===== src/rtl/cstg_pkg.sv =====
package cstg_pkg;

  typedef enum logic [1:0] {
    GS_OFF  = 2'd0,
    GS_WAIT = 2'd1,
    GS_RUN  = 2'd2
  } gen_state_e;

  // Effective cycle length: zero behaves like one
  function automatic logic [31:0] eff_len(input logic [31:0] len);
    return (len == 32'd0) ? 32'd1 : len;
  endfunction

endpackage


===== src/rtl/cstg_time_counter.sv =====
module cstg_time_counter #(
  parameter int TIME_W = 64,
  parameter int INC_W  = 8
) (
  input  logic              clk,
  input  logic              rst,
  input  logic [INC_W-1:0]  incr,
  output logic [TIME_W-1:0] time_q
);

  localparam logic [TIME_W-1:0] ONE = TIME_W'(1);

  logic [TIME_W-1:0] step;
  assign step = TIME_W'(incr) + ONE;

  always_ff @(posedge clk) begin
    if (rst) time_q <= '0;
    else     time_q <= time_q + step;
  end

endmodule


===== src/rtl/cstg_base_reg.sv =====
module cstg_base_reg #(
  parameter int TIME_W = 64
) (
  input  logic                clk,
  input  logic                rst,
  input  logic                lo_we,
  input  logic                hi_we,
  input  logic [TIME_W/2-1:0] wdata,
  input  logic                lock,
  output logic [TIME_W-1:0]   base_q
);

  localparam int HALF_W = TIME_W / 2;

  logic [HALF_W-1:0] lo_stage;
  logic [TIME_W-1:0] cand;
  logic              accept;

  assign cand   = {wdata, lo_stage};
  assign accept = hi_we && (!lock || (cand == '0));

  always_ff @(posedge clk) begin
    if (rst) begin
      lo_stage <= '0;
      base_q   <= '0;
    end else begin
      if (lo_we)  lo_stage <= wdata;
      if (accept) base_q   <= cand;
    end
  end

endmodule


===== src/rtl/cstg_cycle_ctrl.sv =====
module cstg_cycle_ctrl
  import cstg_pkg::*;
#(
  parameter int TIME_W = 64,
  parameter int LEN_W  = 16
) (
  input  logic              clk,
  input  logic              rst,
  input  logic              en,
  input  logic [TIME_W-1:0] time_q,
  input  logic [TIME_W-1:0] base_q,
  input  logic [LEN_W-1:0]  len,
  output logic              start_q,
  output logic              running
);

  localparam logic [LEN_W-1:0] CNT_ONE = LEN_W'(1);

  gen_state_e       st;
  logic [LEN_W-1:0] cnt;
  logic             reached;
  logic             wrap;

  assign reached = (time_q >= base_q);
  assign wrap    = (cnt >= len);
  assign running = (st == GS_RUN);

  always_ff @(posedge clk) begin
    if (rst) begin
      st      <= GS_OFF;
      start_q <= 1'b0;
      cnt     <= '0;
    end else if (!en) begin
      st      <= GS_OFF;
      start_q <= 1'b0;
      cnt     <= '0;
    end else begin
      case (st)
        GS_RUN: begin
          if (wrap) begin
            start_q <= 1'b1;
            cnt     <= CNT_ONE;
          end else begin
            start_q <= 1'b0;
            cnt     <= cnt + CNT_ONE;
          end
        end
        default: begin
          if (reached) begin
            st      <= GS_RUN;
            start_q <= 1'b1;
            cnt     <= CNT_ONE;
          end else begin
            st      <= GS_WAIT;
            start_q <= 1'b0;
          end
        end
      endcase
    end
  end

endmodule


===== src/rtl/cycle_start_gen.sv =====
module cycle_start_gen #(
  parameter int TIME_W = 64,
  parameter int LEN_W  = 16,
  parameter int INC_W  = 8,
  localparam int HALF_W = TIME_W / 2
) (
  input  logic              clk,
  input  logic              rst,
  input  logic              en,
  input  logic              base_lo_we,
  input  logic              base_hi_we,
  input  logic [HALF_W-1:0] base_wdata,
  input  logic [LEN_W-1:0]  cycle_len,
  input  logic [INC_W-1:0]  incr,
  output logic [TIME_W-1:0] time_ns,
  output logic              cycle_start,
  output logic              running
);

  logic [TIME_W-1:0] base_cur;
  logic              run_int;

  cstg_time_counter #(.TIME_W(TIME_W), .INC_W(INC_W)) u_time (
    .clk    (clk),
    .rst    (rst),
    .incr   (incr),
    .time_q (time_ns)
  );

  cstg_base_reg #(.TIME_W(TIME_W)) u_base (
    .clk    (clk),
    .rst    (rst),
    .lo_we  (base_lo_we),
    .hi_we  (base_hi_we),
    .wdata  (base_wdata),
    .lock   (run_int),
    .base_q (base_cur)
  );

  cstg_cycle_ctrl #(.TIME_W(TIME_W), .LEN_W(LEN_W)) u_ctrl (
    .clk     (clk),
    .rst     (rst),
    .en      (en),
    .time_q  (time_ns),
    .base_q  (base_cur),
    .len     (cycle_len),
    .start_q (cycle_start),
    .running (run_int)
  );

  assign running = run_int;

endmodule


===== config.mk =====
export PLATFORM = sky130hd
export DESIGN_NAME = cycle_start_gen
export DESIGN_NICKNAME = d
export VERILOG_FILES = /design/src/rtl/cstg_pkg.sv /design/src/rtl/cstg_time_counter.sv /design/src/rtl/cstg_base_reg.sv /design/src/rtl/cstg_cycle_ctrl.sv /design/src/rtl/cycle_start_gen.sv
export SDC_FILE = /design/constraint.sdc
export NUM_CORES = 1
export LEC_CHECK = 0
export ABC_AREA = 1
export CAP_MARGIN = 25
export CORE_ASPECT_RATIO = 0.5
export CORE_UTILIZATION = 50
export DETAILED_ROUTE_END_ITERATION = 8
export HOLD_SLACK_MARGIN = 0.08
export PLACE_DENSITY_LB_ADDON = 0.25
export SLEW_MARGIN = 10
export SYNTH_ARGS = -nofsm -noshare
export SYNTH_HDL_FRONTEND = slang
export SYNTH_SLANG_ARGS = --single-unit

===== constraint.sdc =====
create_clock -name clk -period 3.55 [get_ports clk]
set_clock_uncertainty 0.2 [all_clocks]
set_input_delay 0.355 -clock clk [delete_from_list [all_inputs] [get_ports clk]]
set_output_delay 0.355 -clock clk [all_outputs]
set_load 0.05 [all_outputs]

==> flow_summary.json, run 1 <==
{
  "synth_area_leader_cell": "sky130_fd_sc_hd__dfxtp_1",
  "cp.arrival_ps": 3270,
  "nets": 1968,
  "final_util": 0.620,
  "post_layout_nonfiller_instances": 2127,
  "largest_cells_by_area_after_synthesis": "sky130_fd_sc_hd__dfxtp_1 (32%), sky130_fd_sc_hd__nand2_1 (10%), sky130_fd_sc_hd__ha_1 (10%)",
  "cp_slowest_cell": "sky130_fd_sc_hd__clkdlybuf4s50_1",
  "most_frequently_used_flop_master_after_synthesis": "sky130_fd_sc_hd__dfxtp_1",
  "design.portCount": 127,
  "r2r_start": "u_time.time_q[47]",
  "slew_headroom": 0.384,
  "outcome": "finished, final reports clean",
  "gr_overflow_total": 0,
  "post_cts_resized": 0,
  "hold_path_class": "in2reg",
  "layout_worst_path_cycle_share": 0.873,
  "cts.clk_slew.worst_paths_ps": 70,
  "power-per-cell-area_nw_per_um2": 392,
  "clk-insertion-delay-late_ps": 450,
  "number_of_flops_mapped_to_enable_cells_by_yosys": 0,
  "h-tree-depth": 4,
  "fin_crit_period_ps": 3100,
  "layout-area-overhead-vs-synth_pct": 20.8,
  "setup.reg_to_reg.worst_slack_ps": 580,
  "power.total_uw": 5300,
  "warnings_synthesis": 0,
  "rsz0062_at_grt": "false",
  "cts-root-to-sink-buffers": 2,
  "synth.lib_cells_used.distinct": 47,
  "routed_wire_length_per_instance_um": 16.3,
  "min-delay-start": "rst",
  "clock_tree_from_tritoncts": "yes",
  "antenna_diodes": 0,
  "timing.critical_path.required_ps": 3730,
  "synth.yosys.seq_area_share": 0.320,
  "row_count": 38,
  "layout.cell_area.non_filler_um2": 13500,
  "hold_violations": 0,
  "core_region_area_um2": 21800,
  "post-synth-top-count-cell": "sky130_fd_sc_hd__nand2_1",
  "critical_path.endpoint_type": "register",
  "post_dp_cell_area_um2": 12900,
  "timing_limited_maximum_frequency_mhz": 323,
  "timing_worst_slew_pin_value_ps": 920,
  "die_width_um": 214,
  "die_area_um2": 23000,
  "criticalPathCategory": "in2reg",
  "detailedRoute.firstIterationViolations": 1194,
  "post-place-cells": 2096,
  "cts_inserted_buffers": 17,
  "pin_count_of_the_biggest_net_entering_global_routing": 77,
  "final-setup-viol-count": 0,
  "grt_usage": 0.306,
  "worst_setup_path_start_kind": "primary input",
  "root_buffer_cell": "sky130_fd_sc_hd__clkbuf_16",
  "critical-path-max-stage-delay_ps": 520,
  "grt_pass1_vias": 9848,
  "synthTopCellsByCount": "sky130_fd_sc_hd__nand2_1 (313), sky130_fd_sc_hd__inv_1 (273), sky130_fd_sc_hd__a21oi_1 (197), sky130_fd_sc_hd__dfxtp_1 (179), sky130_fd_sc_hd__nor2_1 (174)",
  "synthCells": 1688,
  "yosys.area.top_type_share": 0.320,
  "grt_first_pass_wirelength_mm": 53.6,
  "post-cts-setup-buffer-count": 0,
  "post_cts_hold_buffer_count": 0,
  "die_height_um": 108,
  "globalplace.congestion": 1.05,
  "route.antenna.remaining_nets": 0,
  "syn_nets": 1841,
  "initial_antenna_violation_count": 1,
  "async_flop_share": 0,
  "p_leak_uw": 0.00586,
  "detailed_router_iteration_count_before_antenna_repair": 5,
  "ys_ff_latch": 179,
  "crit_start": "incr[2]",
  "syn-cell-area_um2": 11200,
  "initial_utilization": 0.513,
  "post_route_cells_drive_above_1_share": 0.0569,
  "place.port_buffers": 126,
  "synthesis.area_per_instance_um2": 6.63,
  "crit_path_max_fanout": 6,
  "drt_drc_violations_left": 0,
  "hpwlAfterDp_mm": 26.9,
  "slew_violations": 0,
  "vias": 11491,
  "drv.max_cap_violation_count": 0,
  "path_cells": "clkdlybuf4s50_1 > nand3_1 > nor3b_1 > nand2_1 > xor2_1 > inv_1 > ha_1 > nand2_1 > o21bai_1 > a21oi_2 > a21oi_2 > nand2_1 > or2_0 > a21oi_1",
  "totalNegativeSetupSlack_ps": 0,
  "most_used_cell_along_the_critical_path": "sky130_fd_sc_hd__nand2_1",
  "power.ir.vdd_worst_v": 0.000294,
  "route.final.wire_length_mm": 34.7,
  "clock-sinks": 179,
  "route.detailed.vias_per_inst": 5.40
}
==> stage by stage <==
stage | setup slack (ps) | hold slack (ps)
2_1_floorplan | 876 | 252
3_3_place_gp | 142 | 259
3_5_place_dp | 41.5 | 269
4_1_cts | 500 | 126
5_1_grt | 149 | 187
6_report | 452 | 155
==> routing by layer <==
layer / vias up / part of all wire / global-route usage
li1: 5783 / - / -
met1: 5140 / 0.48 / 0.455
met2: 489 / 0.40 / 0.427
met3: 77 / 0.094 / 0.0715
met4: 2 / 0.025 / 0.0934
met5: - / 0.00032 / 0
==> final timing paths <==
path,endpoint,cells past startpoint
setup / recovery,u_time.time_q[45],14
hold / removal,u_ctrl.cnt[15],4
setup reg to reg,u_ctrl.cnt[1],8
hold reg to reg,u_base.base_q[12],2
==> power breakdown <==
| part | total [uW] | internal (uW) | switching (uW) |
|---|---|---|---|
| clock network | 2020 | 1140 | 882 |
| logic | 1050 | 393 | 660 |
| registers | 2230 | 2120 | 110 |
==> registers in the layout, indices dropped and copies added (netlist names) <==
| name | count |
|---|---|
| u_base.base_q | 64 |
| u_ctrl.start_q | 1 |
| u_ctrl.st | 2 |
| u_ctrl.cnt | 16 |
| u_time.time_q | 64 |
| u_base.lo_stage | 32 |
==> worst max-delay path, delay by kind of cell <==
family                     cells  cell delay, ps
AOI/OAI and AO/OA              4             810
buffers and inverters          2             590
xor gates and xnor gates       1             170
and+or+nand+nor                6             990
adders and majority gates      1             360
==> placed cells by master (no fill, tap or decap), types with 3 or more instances in the layout <==
| cell | instances |
|---|---|
| sky130_fd_sc_hd__nand2_1 | 312 |
| sky130_fd_sc_hd__inv_1 | 272 |
| sky130_fd_sc_hd__a21oi_1 | 197 |
| sky130_fd_sc_hd__dfxtp_1 | 179 |
| sky130_fd_sc_hd__nor2_1 | 174 |
| sky130_fd_sc_hd__nand3_1 | 142 |
| sky130_fd_sc_hd__clkdlybuf4s50_1 | 123 |
| sky130_fd_sc_hd__ha_1 | 91 |
| sky130_fd_sc_hd__o21ai_0 | 64 |
| sky130_fd_sc_hd__nand4_1 | 44 |
| sky130_fd_sc_hd__buf_4 | 35 |
| sky130_fd_sc_hd__nor4_1 | 26 |
| sky130_fd_sc_hd__nor3_1 | 23 |
| sky130_fd_sc_hd__clkbuf_16 | 17 |
| sky130_fd_sc_hd__or2_0 | 15 |
| sky130_fd_sc_hd__o21ai_1 | 11 |
| sky130_fd_sc_hd__xor2_1 | 10 |
| sky130_fd_sc_hd__o21a_1 | 8 |
| sky130_fd_sc_hd__nand3b_1 | 7 |
| sky130_fd_sc_hd__a21o_1 | 7 |
| sky130_fd_sc_hd__nor2_2 | 6 |
| sky130_fd_sc_hd__or2_2 | 4 |
| sky130_fd_sc_hd__xnor2_1 | 3 |
| sky130_fd_sc_hd__o21bai_1 | 3 |
| sky130_fd_sc_hd__a21oi_2 | 3 |
| sky130_fd_sc_hd__nor3_2 | 3 |
| sky130_fd_sc_hd__nand2_2 | 3 |
| sky130_fd_sc_hd__clkinv_2 | 3 |
| sky130_fd_sc_hd__inv_8 | 3 |
| sky130_fd_sc_hd__inv_6 | 3 |
| sky130_fd_sc_hd__bufinv_16 | 3 |
| sky130_fd_sc_hd__buf_12 | 3 |
==> kinds of logic (layout without fill, tap and decap cells) <==
family,after synthesis,in the layout,synth area share
AO/OA/AOI/OAI,303,303,0.145
adder cells (fa/ha/maj),92,92,0.104
flip-flops,179,179,0.320
AND/OR/NAND/NOR,772,772,0.308
buffers and inverters,329,468,0.112
XOR/XNOR,13,13,0.0102
==> cell type report <==
type                       count  area [um^2]
clock buffer                  18          439
timing repair buffer         163         1560
clock inverter                13          173
sequential                   179         3580
tap                          300          375
inverter                     274         1030
fill                        2043         8300
multi-input combinational   1180         6360
Power figures use the tool's default switching activity.
==> run 2, diff against run 1 <==
--- a/config.mk
+++ b/config.mk
@@ -12,7 +12,7 @@
 export DETAILED_ROUTE_END_ITERATION = 8
 export HOLD_SLACK_MARGIN = 0.08
 export PLACE_DENSITY_LB_ADDON = 0.25
-export SLEW_MARGIN = 10
+export SLEW_MARGIN = 20
 export SYNTH_ARGS = -nofsm -noshare
 export SYNTH_HDL_FRONTEND = slang
 export SYNTH_SLANG_ARGS = --single-unit
==> constraint.sdc (replaced) <==
create_clock -name clk -period 3.62 [get_ports clk]
set_clock_uncertainty 0.2 [all_clocks]
set_input_delay 0.362 -clock clk [delete_from_list [all_inputs] [get_ports clk]]
set_output_delay 0.362 -clock clk [all_outputs]
set_load 0.05 [all_outputs]
==> run 2 against run 1 <==
  * Hold slack improved by 9.6 ps
  * First-iteration DRC count rose by 2.3%
  * Sequential cell count did not move
  * Worst setup slack improved by 65 ps
  * Combinational power fell by 5%
  * Via count barely moved
  * Cell count fell by 0.42%
  * Sequential power barely moved
  * Non-clock buffer count fell by 7
==> flow_summary.json, run 2 (synthesized netlist as in run 1, its figures left out) <==
{
  "drt_drc_violations_left": 0,
  "die_width_um": 214,
  "hold_path_class": "in2reg",
  "totalNegativeSetupSlack_ps": 0,
  "drv.max_cap_violation_count": 0,
  "fin_crit_period_ps": 3100,
  "post_cts_hold_buffer_count": 0,
  "rsz0062_at_grt": "false",
  "critical_path.endpoint_type": "register",
  "grt_first_pass_wirelength_mm": 54.1,
  "initial_antenna_violation_count": 0,
  "initial_utilization": 0.513,
  "min-delay-start": "rst",
  "most_used_cell_along_the_critical_path": "sky130_fd_sc_hd__nand2_1",
  "clk-insertion-delay-late_ps": 450,
  "setup.reg_to_reg.worst_slack_ps": 660,
  "cts_inserted_buffers": 17,
  "antenna_diodes": 0,
  "mostFrequentLayoutCell": "sky130_fd_sc_hd__nand2_1",
  "route.final.wire_length_mm": 34.6,
  "final-setup-viol-count": 0,
  "routed_wire_length_per_instance_um": 16.3,
  "path_buf_inv": 2,
  "fillerInstances": 2035,
  "slew_violations": 0,
  "path_cells": "clkdlybuf4s50_1 > nand3_1 > nor3b_1 > nand2_1 > xor2_1 > inv_1 > ha_1 > nand2_1 > o21bai_1 > a21oi_2 > nand2_1 > nand4_1 > or2_1 > a21oi_1",
  "cp_slowest_cell": "sky130_fd_sc_hd__clkdlybuf4s50_1",
  "nets": 1961,
  "crit_family": "simple AND/OR/NAND/NOR gates",
  "cts.clk_slew.worst_paths_ps": 70,
  "hpwlAfterDp_mm": 26.5,
  "design.portCount": 127,
  "critical-path-max-stage-delay_ps": 510,
  "clock-sinks": 179,
  "r2r.worst_path.cells": 8,
  "outcome": "finished, final reports clean",
  "sequential_cell_area_um2": 3580,
  "worst_hold_path.num_cells": 4,
  "post_cts_resized": 0,
  "gr_overflow_total": 0,
  "power.ir.vdd_worst_v": 0.000299,
  "cp.arrival_ps": 3280,
  "layout_worst_path_cycle_share": 0.857,
  "worst_setup_path_start_kind": "primary input",
  "row_count": 38,
  "route.detailed.vias_per_inst": 5.43,
  "route.antenna.remaining_nets": 0,
  "hold_violations": 0,
  "hold-path-endpoint": "u_base.base_q[59]",
  "cts-root-to-sink-buffers": 2,
  "die_area_um2": 23000,
  "timing_worst_slew_pin_value_ps": 973,
  "globalplace.congestion": 1.02,
  "p_leak_uw": 0.00580,
  "root_buffer_cell": "sky130_fd_sc_hd__clkbuf_16",
  "power-per-cell-area_nw_per_um2": 381,
  "multi_input_comb_area_um2": 6360,
  "grt_pass1_vias": 10107,
  "grt_usage": 0.308,
  "detailed_router_iteration_count_before_antenna_repair": 6,
  "final_util": 0.616,
  "h-tree-depth": 4,
  "worst-path-stages": 14,
  "most-common-layout-cells": "sky130_fd_sc_hd__nand2_1 (312), sky130_fd_sc_hd__inv_1 (272), sky130_fd_sc_hd__a21oi_1 (197)",
  "die_height_um": 108,
  "core_region_area_um2": 21800,
  "pin_count_of_the_biggest_net_entering_global_routing": 101,
  "clock_tree_from_tritoncts": "yes",
  "post-cts-setup-buffer-count": 0,
  "detailedRoute.firstIterationViolations": 1221,
  "crit_path_max_fanout": 8,
  "timing.critical_path.required_ps": 3790,
  "criticalPathCategory": "in2reg",
  "r2r_path_end": "u_ctrl.cnt[1]",
  "layout-area-overhead-vs-synth_pct": 20.1,
  "timing_limited_maximum_frequency_mhz": 322,
  "vias": 11498,
  "slew_headroom": 0.351,
  "post_route_cells_drive_above_1_share": 0.0517,
  "r2r_start": "u_time.time_q[45]",
  "place.port_buffers": 126,
  "reg_top3": "u_base.base_q (64), u_time.time_q (64), u_base.lo_stage (32)"
}
==> run 2: stage by stage <==
step,instances,total power (uW),instance area (um^2),setup WS (ps),hold slack [ps]
6_report,2118,5110,13400,517,165
5_1_grt,2118,5340,13400,200,183
4_1_cts,2118,5110,13400,555,141
3_5_place_dp,2089,3230,12900,105,269
3_3_place_gp,2089,3220,12900,200,259
2_1_floorplan,1688,2890,11200,939,252
==> run 2: final cells by class <==
class                           instances  area share
Inverter                              274      0.0765
Sequential cell                       179       0.267
Tap cell                              300      0.0279
Clock buffer                           18      0.0319
Multi-Input combinational cell       1180       0.473
Clock inverter                         11      0.0114
Timing Repair Buffer                  156       0.112
==> run 2: power breakdown <==
group / switching (uW) / internal (uW)
sequential: 119 / 2080
combinational: 628 / 376
clock: 830 / 1080
total: 1580 / 3540
==> run 2: tightest hold or removal path, stage by stage <==
cell                      delay [ps]
sky130_fd_sc_hd__buf_2            90
sky130_fd_sc_hd__inv_2           160
sky130_fd_sc_hd__nand2_1         120
sky130_fd_sc_hd__nor2_1           30
==> run 2: per-layer routing <==
layer | global-route usage | vias up | wire [um]
li1 | - | 5774 | -
met1 | 0.455 | 5171 | 16500
met2 | 0.438 | 492 | 13800
met3 | 0.0656 | 61 | 3520
met4 | 0.100 | 0 | 863
met5 | 0 | - | 0
==> run 2: worst max-delay path by stage <==
stage,from,endpoint,slack (ps)
floorplan,incr[1],u_time.time_q[34],940
global placement,incr[2],u_time.time_q[41],200
detailed placement,incr[2],u_time.time_q[41],110
CTS,incr[2],u_time.time_q[41],560
global route,incr[2],u_time.time_q[41],200
finish,incr[2],u_time.time_q[41],520
